===== config.mk =====
export PLATFORM = sky130hd
export DESIGN_NAME = bool_bit_unit
export DESIGN_NICKNAME = d
export VERILOG_FILES = /design/src/rtl/bbp_pkg.sv /design/src/rtl/bbp_decode.sv /design/src/rtl/bbp_alu.sv /design/src/rtl/bool_bit_unit.sv
export SDC_FILE = /design/constraint.sdc
export NUM_CORES = 1
export LEC_CHECK = 0
export ABC_AREA = 1
export BUFFER_PORTS_ARGS = -buffer_cell sky130_fd_sc_hd__buf_2
export CAP_MARGIN = 10
export CELL_PAD_IN_SITES_DETAIL_PLACEMENT = 1
export CELL_PAD_IN_SITES_GLOBAL_PLACEMENT = 1
export CORE_AREA = 4 4 41 43
export DETAILED_ROUTE_END_ITERATION = 8
export DIE_AREA = 0 0 45 47
export HOLD_SLACK_MARGIN = 0.15
export PLACE_DENSITY_LB_ADDON = 0.15
export SLEW_MARGIN = 10
export SYNTH_ARGS = -nofsm -noshare
export SYNTH_HDL_FRONTEND = slang
export SYNTH_HIERARCHICAL = 1
export SYNTH_SLANG_ARGS = --single-unit

===== constraint.sdc =====
create_clock -name clk -period 2.8 [get_ports clk]
set_input_delay 0.14 -clock clk [delete_from_list [all_inputs] [get_ports clk]]
set_output_delay 0.14 -clock clk [all_outputs]
set_load 0.02 [all_outputs]

===== src/rtl/bbp_pkg.sv =====
package bbp_pkg;

   typedef enum logic [2:0] {
      OP_AND  = 3'b000,
      OP_ANDN = 3'b001,
      OP_OR   = 3'b010,
      OP_ORN  = 3'b011,
      OP_SET  = 3'b100,
      OP_CLR  = 3'b101,
      OP_CPL  = 3'b110,
      OP_TCLR = 3'b111
   } bop_e;

   typedef enum logic [1:0] {
      UN_NONE = 2'd0,
      UN_SET  = 2'd1,
      UN_CLR  = 2'd2,
      UN_CPL  = 2'd3
   } unary_e;

   typedef struct packed {
      logic   combine;
      logic   use_or;
      logic   invert;
      unary_e unary;
      logic   on_carry;
      logic   test_clear;
   } bctl_t;

endpackage


===== src/rtl/bbp_decode.sv =====
module bbp_decode
   import bbp_pkg::*;
#(
   parameter int TCLR_EN = 1
) (
   input  logic       valid,
   input  logic [2:0] code,
   input  logic       on_carry,
   output bctl_t      ctl
);

   logic tclr_ok;

   generate
      if (TCLR_EN != 0) begin : g_tclr
         assign tclr_ok = 1'b1;
      end else begin : g_no_tclr
         assign tclr_ok = 1'b0;
      end
   endgenerate

   always_comb begin
      ctl = '0;
      if (valid) begin
         case (bop_e'(code))
            OP_AND:  ctl.combine = 1'b1;
            OP_ANDN: begin ctl.combine = 1'b1; ctl.invert = 1'b1; end
            OP_OR:   begin ctl.combine = 1'b1; ctl.use_or = 1'b1; end
            OP_ORN:  begin
               ctl.combine = 1'b1;
               ctl.use_or  = 1'b1;
               ctl.invert  = 1'b1;
            end
            OP_SET:  begin ctl.unary = UN_SET; ctl.on_carry = on_carry; end
            OP_CLR:  begin ctl.unary = UN_CLR; ctl.on_carry = on_carry; end
            OP_CPL:  begin ctl.unary = UN_CPL; ctl.on_carry = on_carry; end
            OP_TCLR: ctl.test_clear = tclr_ok;
            default: ctl = '0;
         endcase
      end
   end

endmodule


===== src/rtl/bbp_alu.sv =====
module bbp_alu
   import bbp_pkg::*;
(
   input  bctl_t ctl,
   input  logic  carry_q,
   input  logic  bit_rd,
   output logic  carry_nxt,
   output logic  wr_en,
   output logic  wr_data,
   output logic  branch
);

   logic src;
   logic target;
   logic un_val;

   assign src    = bit_rd ^ ctl.invert;
   assign target = ctl.on_carry ? carry_q : bit_rd;

   always_comb begin
      case (ctl.unary)
         UN_SET:  un_val = 1'b1;
         UN_CLR:  un_val = 1'b0;
         UN_CPL:  un_val = ~target;
         default: un_val = target;
      endcase
   end

   always_comb begin
      carry_nxt = carry_q;
      wr_en     = 1'b0;
      wr_data   = 1'b0;
      branch    = 1'b0;
      if (ctl.combine) begin
         carry_nxt = ctl.use_or ? (carry_q | src) : (carry_q & src);
      end
      if (ctl.unary != UN_NONE) begin
         if (ctl.on_carry) begin
            carry_nxt = un_val;
         end else begin
            wr_en   = 1'b1;
            wr_data = un_val;
         end
      end
      if (ctl.test_clear && bit_rd) begin
         branch  = 1'b1;
         wr_en   = 1'b1;
         wr_data = 1'b0;
      end
   end

endmodule


===== src/rtl/bool_bit_unit.sv =====
module bool_bit_unit
   import bbp_pkg::*;
#(
   parameter bit CARRY_INIT = 1'b0,
   parameter int TCLR_EN    = 1
) (
   input  logic       clk,
   input  logic       rst_n,
   input  logic       op_valid,
   input  logic [2:0] op_code,
   input  logic       op_on_carry,
   input  logic       bit_rd,
   output logic       carry,
   output logic       bit_wr_en,
   output logic       bit_wr_data,
   output logic       branch_taken
);

   generate
      if (TCLR_EN != 0 && TCLR_EN != 1) begin : g_bad_param
         initial $fatal(1, "TCLR_EN must be 0 or 1");
      end
   endgenerate

   bctl_t ctl;
   logic  carry_q;
   logic  carry_nxt;

   bbp_decode #(.TCLR_EN(TCLR_EN)) u_decode (
      .valid    (op_valid),
      .code     (op_code),
      .on_carry (op_on_carry),
      .ctl      (ctl)
   );

   bbp_alu u_alu (
      .ctl       (ctl),
      .carry_q   (carry_q),
      .bit_rd    (bit_rd),
      .carry_nxt (carry_nxt),
      .wr_en     (bit_wr_en),
      .wr_data   (bit_wr_data),
      .branch    (branch_taken)
   );

   always_ff @(posedge clk) begin
      if (!rst_n) carry_q <= CARRY_INIT;
      else        carry_q <= carry_nxt;
   end

   assign carry = carry_q;

endmodule


After elaboration in Yosys (flattened, before gate mapping) --
Cells that the tools add are included.
Cells by class: muxes and demuxes 19, reductions and logical operators 6, bitwise operators 4, equal/unequal tests 10
Operators by type and width (count):
- $mux W1 | 16
- $eq A3 B3 Y1 const B | 4
- $pmux W3 S3 | 1
- $mux W7 | 1
- $eq A3 B2 Y1 const B | 2
- $eq A2 B2 Y1 const B | 2
- $reduce_or A2 Y1 | 2
- $reduce_or A4 Y1 | 1
- $eq A3 B1 Y1 const B | 1
- $logic_not A3 Y1 | 1
- $pmux W1 S3 | 1
- $eq A2 B1 Y1 const B | 1
- $reduce_bool A2 Y1 | 1
- $and A1 B1 Y1 | 1
- $logic_and A1 B1 Y1 | 1
- $not A1 Y1 | 1
- $or A1 B1 Y1 | 1
- $xor A1 B1 Y1 | 1
Storage, ports and cells: flip-flop bits (word level) 1, output and inout bits 4

Longest topological paths before layout --
Gate-level depths: netlist of run 1.
depth after elaboration 10, depth in mapped cells 12

Modules after synthesis --
The synthesis of run 1 kept the hierarchy.
By module, submodules not included:
- bbp_alu | cells each 32, instances 1, area each 135.1 µm²
- bbp_decode | cells each 14, instances 1, area each 65.1 µm²
- bool_bit_unit | cells each 3, instances 1, area each 27.5 µm²

Worst setup path after synthesis of run 1 --
Ideal clock, no wire load.
path type input-to-output, from input op_code[0], to output bit_wr_data, cell stages on the path 7, data arrival time 1.062 ns, setup slack 1.598 ns, required time 2.660 ns, buffers on the path 0, cells stage by stage nand2_1 nand2_1 nor2_1 inv_2 nand2_1 nand3_2 a21oi_1
RTL lines:
- start, declared | RTL line bool_bit_unit.sv:10 | input logic [2:0] op_code,
- end, declared | RTL line bool_bit_unit.sv:15 | output logic bit_wr_data,

==> results of run 1 <==
-- routing by layer --
layer	routed length, um	up-vias	global-route usage, %	part of all wire (%)
li1	-	166	-	-
met1	269	129	7.43	45
met2	298	6	12.1	50
met3	34	0	0	5.6
met4	0	0	0	0
met5	0	-	0	0
-- through the flow --
stage / instance area (um^2) / util, % / hold slack (ns) / setup slack (ns) / instances
after floorplan: 228 / - / 0.238 / 1.60 / 49
after global placement: 302 / 23.2 / 0.330 / 1.40 / 75
after detailed placement: 302 / 23.2 / 0.330 / 1.41 / 75
after CTS: 302 / 23.2 / 0.331 / 1.41 / 75
after global routing: 302 / 23.2 / 0.375 / 1.25 / 75
final: 302 / 23.2 / 0.326 / 1.43 / 75
-- worst max-delay path: cells and delay by family --
family	cells	cell delay, ns
simple gates	5	0.57
buf+inv	3	0.38
compound gates	1	0.14
-- cells in the final DEF (no fill, tap or decap) --
master,Yosys,layout
nand3_1,2,2
nand2_1,18,18
nand3_2,1,1
inv_1,9,9
nor2_2,2,2
inv_2,2,2
dfxtp_1,1,1
nor3b_1,2,2
a21oi_1,2,2
nand2_2,1,1
buf_2,0,11
o21ai_0,1,1
nor2_1,8,8
-- how the worst min path moves through the flow --
stage | slack, ns | from | to | cells past startpoint
6_report | 0.33 | rst_n | carry$_SDFF_PN0_ | 3
2_1_floorplan | 0.24 | rst_n | carry$_SDFF_PN0_ | 2
5_1_grt | 0.38 | rst_n | carry$_SDFF_PN0_ | 3
3_3_place_gp | 0.33 | rst_n | carry$_SDFF_PN0_ | 3
4_1_cts | 0.33 | rst_n | carry$_SDFF_PN0_ | 3
3_5_place_dp | 0.33 | rst_n | carry$_SDFF_PN0_ | 3
-- cell families (layout without fill, tap and decap cells) --
family / Yosys count / after routing / synth area share (%)
and+or+nand+nor: 34 / 34 / 66.5
AOI/OAI and AO/OA: 3 / 3 / 6.59
buffers and inverters: 11 / 22 / 18.1
DFF: 1 / 1 / 8.79
-- where the power goes --
| part | internal, mW | switching (mW) | leakage [nW] |
|---|---|---|---|
| Clock | 0 | 0 | 0 |
| Combinational | 0.0132 | 0.0220 | 0.178 |
| Sequential | 0.0153 | 0.000425 | 0.00811 |
-- final cells by class --
type / instances / area [um^2]
sequential: 1 / 20.0
multi-input combinational: 37 / 166
fill: 191 / 1000
inverter: 11 / 41.3
timing repair buffer: 11 / 55.1
tap: 15 / 18.8
==> Flow_metrics.wiki, run 1 <==
{| class="wikitable"
! Metric !! Value
|-
| Number of enable flip-flop cells after synthesis || 0
|-
| Clock-pin transition on the worst setup and hold timing paths || 0 ns
|-
| Timing startpoint of the critical path || op_code[0]
|-
| Flip-flop count of the largest register after layout || 1
|-
| Maximum fanout encountered on the critical timing path || 5
|-
| Yosys Warn Count || 6
|-
| Dominant cell type by count on the critical path || nand2_1
|-
| Mapped Cells || 49
|-
| Static Leakage || 0.186 nW
|-
| First-pass GRT wire length || 1010 um
|-
| Number of top-level design ports || 12
|-
| Startpoint of the worst register-to-register path || carry$_SDFF_PN0_
|-
| Critical path capture point || bit_wr_data
|-
| Initial cell density of the core || 17.5%
|-
| Growth of design area from synthesis to finish || 32.4%
|-
| Routability congestion estimate || 0.644
|-
| Nets || 70
|-
| Die Wd || 45 um
|-
| Post-synth top area share || 29.7%
|-
| Cell taking the most area after synthesis || nand2_1
|-
| CTS hold repair buffers || 0
|-
| Netlist Area Pre-Place || 228 um^2
|-
| DR iter-0 viols || 3
|-
| Pin count of the biggest net entering global routing || 6
|-
| Async SR Flop Fraction || 0%
|-
| Largest clock skew in the final design || 0 ns
|-
| Core Footprint || 0.00130 mm^2
|-
| Class of the tightest hold or removal check || input pin to register
|-
| Number of port buffers || 11
|-
| Most common library cells after synthesis || nand2_1 (18), inv_1 (9), nor2_1 (8)
|-
| Max frequency || 731 MHz
|-
| Cell with the biggest individual delay on the critical path || nor2_1
|-
| Total count of hold-check failures in the final report || 0
|-
| DR DRC count || 0
|-
| Max rail drop VDD || 0.0000853 V
|-
| Aggregate negative setup slack || 0 ns
|-
| Data required, critical path || 2.66 ns
|-
| Grt total ovfl || 0
|-
| Final WL || 602 um
|-
| Mean cell area of the mapped netlist || 4.65 um^2
|-
| Most frequent cell after synthesis || nand2_1
|-
| Antenna Violating Nets Remaining || 0
|-
| Critical path, cell by cell || buf_2 -> nand2_1 -> nand2_1 -> nor2_1 -> inv_2 -> nand2_1 -> nand3_2 -> a21oi_1 -> buf_2
|-
| First-pass iteration count of the detailed router || 2
|-
| Shortest period the worst path allows || 1.37 ns
|-
| Average via count per standard cell || 4.01
|-
| Final critical-path share of the clock period || 48.8%
|-
| Number of unique standard cell types used by synthesis || 12
|-
| Count of vias placed by the detailed router || 301
|-
| DP HPWL || 574 um
|-
| Die footprint || 0.00212 mm^2
|-
| Detailed-route wire length per cell || 8.03 um
|-
| Number of flip-flops and latches in the synthesized netlist || 1
|-
| Share of the yosys chip area belonging to registers || 8.79%
|-
| Worst slew margin relative to its limit || 78.2%
|-
| Setup repair bufs after CTS || 0
|-
| Register-to-Register Setup Slack || 1.89 ns
|-
| Proportion of layout cells with a drive suffix above 1 || 28.3%
|-
| Clk_lat worst skew || 0 ns
|-
| Syn Nets || 57
|-
| Main area contributors after synthesis || nand2_1 (30%), inv_1 (15%), nor2_1 (13%)
|-
| Power density over the cells || 169 mW/mm^2
|-
| Diode insertion count for antenna repair || 0
|-
| Count of pins over their slew limit || 0
|-
| Vertical extent of the die || 47 um
|-
| Worst Path Arrival || 1.23 ns
|-
| Critical R2R Capture || carry$_SDFF_PN0_
|-
| Most used flip-flop cell after synthesis || dfxtp_1
|-
| Cell Rows || 13
|-
| Worst-Margin Slew || 0.325 ns
|-
| GRT Overall Usage || 5.98%
|-
| Via count of the first global-routing pass || 266
|-
| Crit end category || output port
|-
| Setup Viol. Count Final || 0
|-
| Register-to-Register Path Depth || 8
|-
| Pwr Total || 0.0508 mW
|-
| Maximum cell stage delay along the critical path || 0.26 ns
|-
| Max-cap violations || 0
|-
| Number of gates resized after cts || 0
|-
| Number of antenna violations at the first check in global routing || 0
|-
| Path type of the worst setup path || input pin to output port
|-
| Unrepaired setup endpoints after global routing || no
|-
| Result of the run || finished clean
|-
| Startpoint Class || input pin
|}
Power figures use the tool's default switching activity.
==> inputs of run 2 (changes only) <==
==> constraint.sdc (replaced) <==
create_clock -name clk -period 1.4 [get_ports clk]
set_input_delay 0.07 -clock clk [delete_from_list [all_inputs] [get_ports clk]]
set_output_delay 0.07 -clock clk [all_outputs]
set_load 0.02 [all_outputs]
==> run 2 against run 1 <==
Global-route usage increased by 0.56 points. Cell count unchanged. Utilization is 0.19 points higher. First-iteration DRC count is 67% lower. Sequential power increased by 100%. Sequential cell count is the same. Clock skew is the same. Total power rose by 100%. Final area rose by 0.83%. Critical endpoint unchanged. Highest routed layer unchanged.
==> Flow_metrics.wiki, run 2 (synthesis results as in run 1) <==
{| class="wikitable"
! Metric !! Value
|-
| Number of cells on the worst hold path || 3 (unchanged)
|-
| Pin count of the biggest net entering global routing || 6 (unchanged)
|-
| Startpoint of the worst register-to-register path || carry$_SDFF_PN0_ (unchanged)
|-
| Count of vias placed by the detailed router || 298 (was 301)
|-
| Number of port buffers || 11 (unchanged)
|-
| Crit end category || output port (unchanged)
|-
| Maximum cell stage delay along the critical path || 0.19 ns (was 0.26 ns)
|-
| Via count of the first global-routing pass || 272 (was 266)
|-
| Shortest period the worst path allows || 1.16 ns
|-
| Cell Rows || 13 (unchanged)
|-
| Startpoint Class || input pin (unchanged)
|-
| DR iter-0 viols || 1 (was 3)
|-
| Setup Viol. Count Final || 0 (unchanged)
|-
| Proportion of layout cells with a drive suffix above 1 || 30.0% (was 28.3%)
|-
| Unrepaired setup endpoints after global routing || no (unchanged)
|-
| Cell with the biggest individual delay on the critical path || nor2_2 (was nor2_1)
|-
| Initial cell density of the core || 17.5% (unchanged)
|-
| Routability congestion estimate || 0.677 (was 0.644)
|-
| Vertical extent of the die || 47 um (unchanged)
|-
| First-pass iteration count of the detailed router || 2 (unchanged)
|-
| Path type of the worst setup path || input pin to output port (unchanged)
|-
| Maximum fanout encountered on the critical timing path || 5 (unchanged)
|-
| Static Leakage || 0.186 nW (about the same)
|-
| Count of filler cells inserted in the layout || 194 (was 191)
|-
| Multi-input gate area in the final layout || 169 um^2 (was 166 um^2)
|-
| Growth of design area from synthesis to finish || 33.5% (was 32.4%)
|-
| Count of pins over their slew limit || 0 (unchanged)
|-
| Clock power share || 0% (about the same)
|-
| Combinational fraction of design power || 69.6% (was 69.1%)
|-
| First-pass GRT wire length || 1120 um (was 1010 um)
|-
| Max-cap violations || 0 (unchanged)
|-
| Worst slew margin relative to its limit || 83.6% (was 78.2%)
|-
| Diode insertion count for antenna repair || 0 (unchanged)
|-
| DR DRC count || 0 (unchanged)
|-
| Max rail drop VDD || 0.000175 V (was 0.0000853 V)
|-
| Max frequency || 861 MHz
|-
| Nets || 70 (unchanged)
|-
| Most frequent cells in the layout || nand2_1 (18), buf_2 (11), inv_1 (9) (unchanged)
|-
| Pwr Total || 0.103 mW (was 0.0508 mW)
|-
| Die footprint || 0.00212 mm^2 (unchanged)
|-
| DP HPWL || 553 um (was 574 um)
|-
| Dominant cell type by count on the critical path || nand2_1 (unchanged)
|-
| Setup repair bufs after CTS || 0 (unchanged)
|-
| Register-to-Register Path Depth || 8 (unchanged)
|-
| Post-Place Cell Area || 302 um^2 (unchanged)
|-
| Sequential share of power || 30.4% (was 30.9%)
|-
| Clk_lat worst skew || 0 ns (about the same)
|-
| Flip-flop count of the largest register after layout || 1 (unchanged)
|-
| Final WL || 618 um (was 602 um)
|-
| Worst-Margin Slew || 0.246 ns (was 0.325 ns)
|-
| Final design area excluding fillers || 304 um^2 (was 302 um^2)
|-
| Leading cell type in the layout, fill and taps excluded || nand2_1 (unchanged)
|-
| Switching fraction of total power || 44.6% (was 44.0%)
|-
| Internal Pwr Total || 0.0571 mW (was 0.0284 mW)
|-
| Hold path startpoint || rst_n (unchanged)
|-
| Net switching power || 0.0460 mW (was 0.0224 mW)
|-
| Number of top-level design ports || 12 (unchanged)
|-
| CTS hold repair buffers || 0 (unchanged)
|-
| Die Wd || 45 um (unchanged)
|-
| Core Footprint || 0.00130 mm^2 (unchanged)
|-
| Worst Path Arrival || 1.09 ns (was 1.23 ns)
|-
| Result of the run || finished clean (unchanged)
|-
| Aggregate negative setup slack || 0 ns (unchanged)
|-
| Total count of hold-check failures in the final report || 0 (unchanged)
|-
| Number of gates resized after cts || 0 (unchanged)
|-
| Class of the tightest hold or removal check || input pin to register (unchanged)
|-
| Hold slack final || 0.256 ns (was 0.326 ns)
|-
| Antenna Violating Nets Remaining || 0 (unchanged)
|-
| Critical path, cell by cell || buf_2 -> nand2_1 -> nand2_1 -> nor2_2 -> inv_2 -> nand2_1 -> nand3_2 -> a21oi_1 -> buf_2 (was buf_2 -> nand2_1 -> nand2_1 -> nor2_1 -> inv_2 -> nand2_1 -> nand3_2 -> a21oi_1 -> buf_2)
|-
| Final critical-path share of the clock period || 83.0%
|-
| Largest clock skew in the final design || 0 ns (unchanged)
|-
| Average via count per standard cell || 3.97 (was 4.01)
|-
| Data required, critical path || 1.33 ns (was 2.66 ns)
|-
| Clock-pin transition on the worst setup and hold timing paths || 0 ns (about the same)
|-
| Detailed-route wire length per cell || 8.24 um (was 8.03 um)
|-
| Register-to-Register Setup Slack || 0.49 ns (was 1.89 ns)
|-
| Grt total ovfl || 0 (unchanged)
|-
| GRT Overall Usage || 6.54% (was 5.98%)
|-
| Seq. cell area || 20.0 um^2 (unchanged)
|-
| Power density over the cells || 339 mW/mm^2 (was 169 mW/mm^2)
|-
| Number of antenna violations at the first check in global routing || 0 (unchanged)
|-
| Critical R2R Capture || carry$_SDFF_PN0_ (unchanged)
|-
| Capture endpoint of the worst hold path || carry$_SDFF_PN0_ (unchanged)
|}
run 2: cell counts in the layout (fill, tap and decap cells not counted):
No cell type changed its count.
run 2: power groups by stage:
stage | logic (mW) | clock network [mW] | registers [mW]
after global placement | 0.0726 | 0 | 0.0314
after detailed placement | 0.0723 | 0 | 0.0314
after floorplan | 0.0436 | 0 | 0.0332
final | 0.0717 | 0 | 0.0314
after global routing | 0.0839 | 0 | 0.0317
after CTS | 0.0727 | 0 | 0.0314
run 2: cell type report:
class	instances	area share (%)
repair buffers	11	18.1
multi-input cells	37	55.6
well taps	15	6.17
inverters	11	13.6
flip-flops and latches	1	6.58
run 2: per-layer routing:
metal | vias up | GRT usage (%) | share of wire (%)
met2 | 6 | 11.6 | 46
met4 | 0 | 0 | 0
li1 | 167 | - | -
met5 | - | 0 | 0
met1 | 125 | 9.26 | 48
met3 | 0 | 0.383 | 5.8
run 2: per-stage QoR:
stage | cells | utilization (%) | setup WS, ns
3_3_place_gp | 75 | 23.2 | 0.162
2_1_floorplan | 49 | - | 0.299
5_1_grt | 75 | 23.4 | 0.0814
3_5_place_dp | 75 | 23.2 | 0.157
4_1_cts | 75 | 23.2 | 0.153
6_report | 75 | 23.4 | 0.238
run 2: worst max-delay path: cells and delay by family:
family                 cells  cell delay, ns
AOI/OAI and AO/OA          1            0.14
buffers and inverters      3            0.36
and+or+nand+nor            5            0.51
run 2: worst max path at each step:
stage / from / end / depth (start not counted)
after floorplan: carry$_SDFF_PN0_ / bit_wr_data / 4
after global placement: op_code[0] / bit_wr_data / 9
after detailed placement: op_code[0] / bit_wr_data / 9
after CTS: op_code[0] / bit_wr_data / 9
after global routing: op_code[2] / carry$_SDFF_PN0_ / 13
final: op_code[0] / bit_wr_data / 9
==> inputs of run 3 (changes only) <==
==> constraint.sdc (replaced) <==
create_clock -name clk -period 1.2 [get_ports clk]
set_input_delay 0.06 -clock clk [delete_from_list [all_inputs] [get_ports clk]]
set_output_delay 0.06 -clock clk [all_outputs]
set_load 0.02 [all_outputs]
==> run 3 against run 2 <==
Utilization grew 5.2 points. Total power grew 41%. Sequential share of layout area shrank 1.2 points. Clock skew is the same. Critical path type unchanged. Largest cell class unchanged. Highest routed layer unchanged.
==> Flow_metrics.wiki, run 3 (synthesis results as in run 1) <==
{| class="wikitable"
! Metric !! Value
|-
| Result of the run || finished clean (unchanged)
|-
| Utilization of the core after routing || 28.6% (was 23.4%)
|-
| Slack of the critical path || 0.114 ns (was 0.238 ns)
|-
| Pwr Total || 0.145 mW (was 0.103 mW)
|-
| Max-cap violations || 0 (unchanged)
|-
| Class of the tightest hold or removal check || input pin to register (unchanged)
|-
| Max frequency || 921 MHz
|-
| Fin cells || 77 (was 75)
|-
| Die footprint || 0.00212 mm^2 (unchanged)
|-
| Combinational fraction of design power || 74.6% (was 69.6%)
|-
| Largest clock skew in the final design || 0 ns (unchanged)
|-
| Max rail drop VDD || 0.000208 V (was 0.000175 V)
|-
| Critical R2R Capture || carry$_SDFF_PN0_ (unchanged)
|-
| Hold slack final || 0.247 ns (was 0.256 ns)
|-
| CTS hold repair buffers || 0 (unchanged)
|-
| Maximum fanout encountered on the critical timing path || 4 (was 5)
|-
| Final critical-path share of the clock period || 90.5%
|-
| Flip-flop count of the largest register after layout || 1 (unchanged)
|-
| Growth of design area from synthesis to finish || 63.2% (was 33.5%)
|-
| Core Footprint || 0.00130 mm^2 (unchanged)
|-
| Worst-Margin Slew || 0.254 ns (was 0.246 ns)
|-
| Count of filler cells inserted in the layout || 180 (was 194)
|-
| Final WL || 696 um (was 618 um)
|-
| Crit end category || output port (unchanged)
|-
| First-pass GRT wire length || 1090 um (was 1120 um)
|-
| Critical path capture point || bit_wr_data (unchanged)
|-
| Routability congestion estimate || 0.737 (was 0.677)
|-
| Count of pins over their slew limit || 0 (unchanged)
|-
| Leading cell type in the layout, fill and taps excluded || nand2_1 (unchanged)
|-
| Proportion of layout cells with a drive suffix above 1 || 43.5% (was 30.0%)
|-
| Clk_lat worst skew || 0 ns (about the same)
|-
| Grt total ovfl || 0 (unchanged)
|-
| Total instance count after detailed placement || 76 (was 75)
|-
| Die Wd || 45 um (unchanged)
|-
| Internal Pwr Total || 0.0789 mW (was 0.0571 mW)
|-
| Count of vias placed by the detailed router || 308 (was 298)
|-
| Register-to-Register Path Depth || 8 (unchanged)
|-
| Startpoint of the worst register-to-register path || carry$_SDFF_PN0_ (unchanged)
|-
| Data required, critical path || 1.14 ns (was 1.33 ns)
|-
| Seq. cell area || 20.0 um^2 (unchanged)
|-
| Nets || 72 (was 70)
|-
| Setup Viol. Count Final || 0 (unchanged)
|-
| Clock power share || 0% (about the same)
|-
| Register-to-Register Setup Slack || 0.28 ns (was 0.49 ns)
|-
| Net switching power || 0.0660 mW (was 0.0460 mW)
|-
| Number of port buffers || 11 (unchanged)
|-
| Antenna Violating Nets Remaining || 0 (unchanged)
|-
| Detailed-route wire length per cell || 9.04 um (was 8.24 um)
|-
| DR DRC count || 0 (unchanged)
|-
| Switching fraction of total power || 45.6% (was 44.6%)
|-
| Worst slew margin relative to its limit || 83.0% (was 83.6%)
|-
| Via count of the first global-routing pass || 275 (was 272)
|-
| Power density over the cells || 390 mW/mm^2 (was 339 mW/mm^2)
|-
| Sequential share of power || 25.4% (was 30.4%)
|-
| Startpoint Class || input pin (unchanged)
|-
| DP HPWL || 592 um (was 553 um)
|-
| Number of top-level design ports || 12 (unchanged)
|-
| Clock-pin transition on the worst setup and hold timing paths || 0 ns (about the same)
|-
| Static Leakage || 0.206 nW (was 0.186 nW)
|-
| Initial cell density of the core || 17.5% (unchanged)
|-
| Aggregate negative setup slack || 0 ns (unchanged)
|-
| Most frequent cells in the layout || nand2_1 (15), inv_1 (9), buf_2 (8) (was nand2_1 (18), buf_2 (11), inv_1 (9))
|-
| Pin count of the biggest net entering global routing || 5 (was 6)
|-
| Post-Place Cell Area || 309 um^2 (was 302 um^2)
|-
| Number of antenna violations at the first check in global routing || 0 (unchanged)
|-
| DR iter-0 viols || 1 (unchanged)
|-
| Average via count per standard cell || 4.00 (was 3.97)
|-
| Cell Rows || 13 (unchanged)
|-
| Total count of hold-check failures in the final report || 0 (unchanged)
|-
| Shortest period the worst path allows || 1.09 ns
|-
| Diode insertion count for antenna repair || 0 (unchanged)
|-
| Worst Path Arrival || 1.03 ns (was 1.09 ns)
|-
| GRT Overall Usage || 6.54% (about the same)
|-
| Multi-input gate area in the final layout || 214 um^2 (was 169 um^2)
|-
| Placement Setup Slack || -0.000914 ns (was 0.157 ns)
|-
| Path type of the worst setup path || input pin to output port (unchanged)
|-
| Vertical extent of the die || 47 um (unchanged)
|-
| Timing startpoint of the critical path || op_code[0] (unchanged)
|-
| Final design area excluding fillers || 372 um^2 (was 304 um^2)
|-
| First-pass iteration count of the detailed router || 2 (unchanged)
|}
## run 3: critical path: stages
cell and delay (ns):
buf_2 0.13, nand2_2 0.10, nand2_2 0.07, nor2_4 0.14, inv_2 0.07, nand2_1 0.06, nand3_1 0.10, a21oi_1 0.14
buf_4 0.15
## run 3: timing repair
item                                    4_1_cts  5_1_grt
setup buffers                                 0        1
gates resized for setup                       1       16
endpoints found under the setup margin        1        2
pin swaps                                     0        7
## run 3: final cells by class
cell class / instances / share of cell area [%]
Inverter: 11 / 11.1
Multi-Input combinational cell: 37 / 57.6
Sequential cell: 1 / 5.39
Tap cell: 15 / 5.05
Timing Repair Buffer: 13 / 20.9
## run 3: power groups by stage
stage / registers, mW / logic [mW] / clock network [mW]
3_3_place_gp: 0.0368 / 0.0863 / 0
5_1_grt: 0.0372 / 0.121 / 0
2_1_floorplan: 0.0387 / 0.0509 / 0
4_1_cts: 0.0368 / 0.0878 / 0
3_5_place_dp: 0.0368 / 0.0863 / 0
6_report: 0.0369 / 0.108 / 0
## run 3: how the worst min path moves through the flow
stage	from	to	slack (ns)	cells past startpoint
after floorplan	rst_n	carry$_SDFF_PN0_	0.16	2
after global placement	rst_n	carry$_SDFF_PN0_	0.25	3
after detailed placement	rst_n	carry$_SDFF_PN0_	0.25	3
after CTS	rst_n	carry$_SDFF_PN0_	0.25	3
after global routing	rst_n	carry$_SDFF_PN0_	0.29	3
final	rst_n	carry$_SDFF_PN0_	0.25	3
## run 3: layer usage
layer | part of all wire [%] | vias to the layer above | track usage [%]
li1 | - | 171 | -
met5 | 0 | - | 0
met4 | 0 | 0 | 0
met2 | 49 | 6 | 13.0
met1 | 47 | 131 | 8.33
met3 | 3.7 | 0 | 0
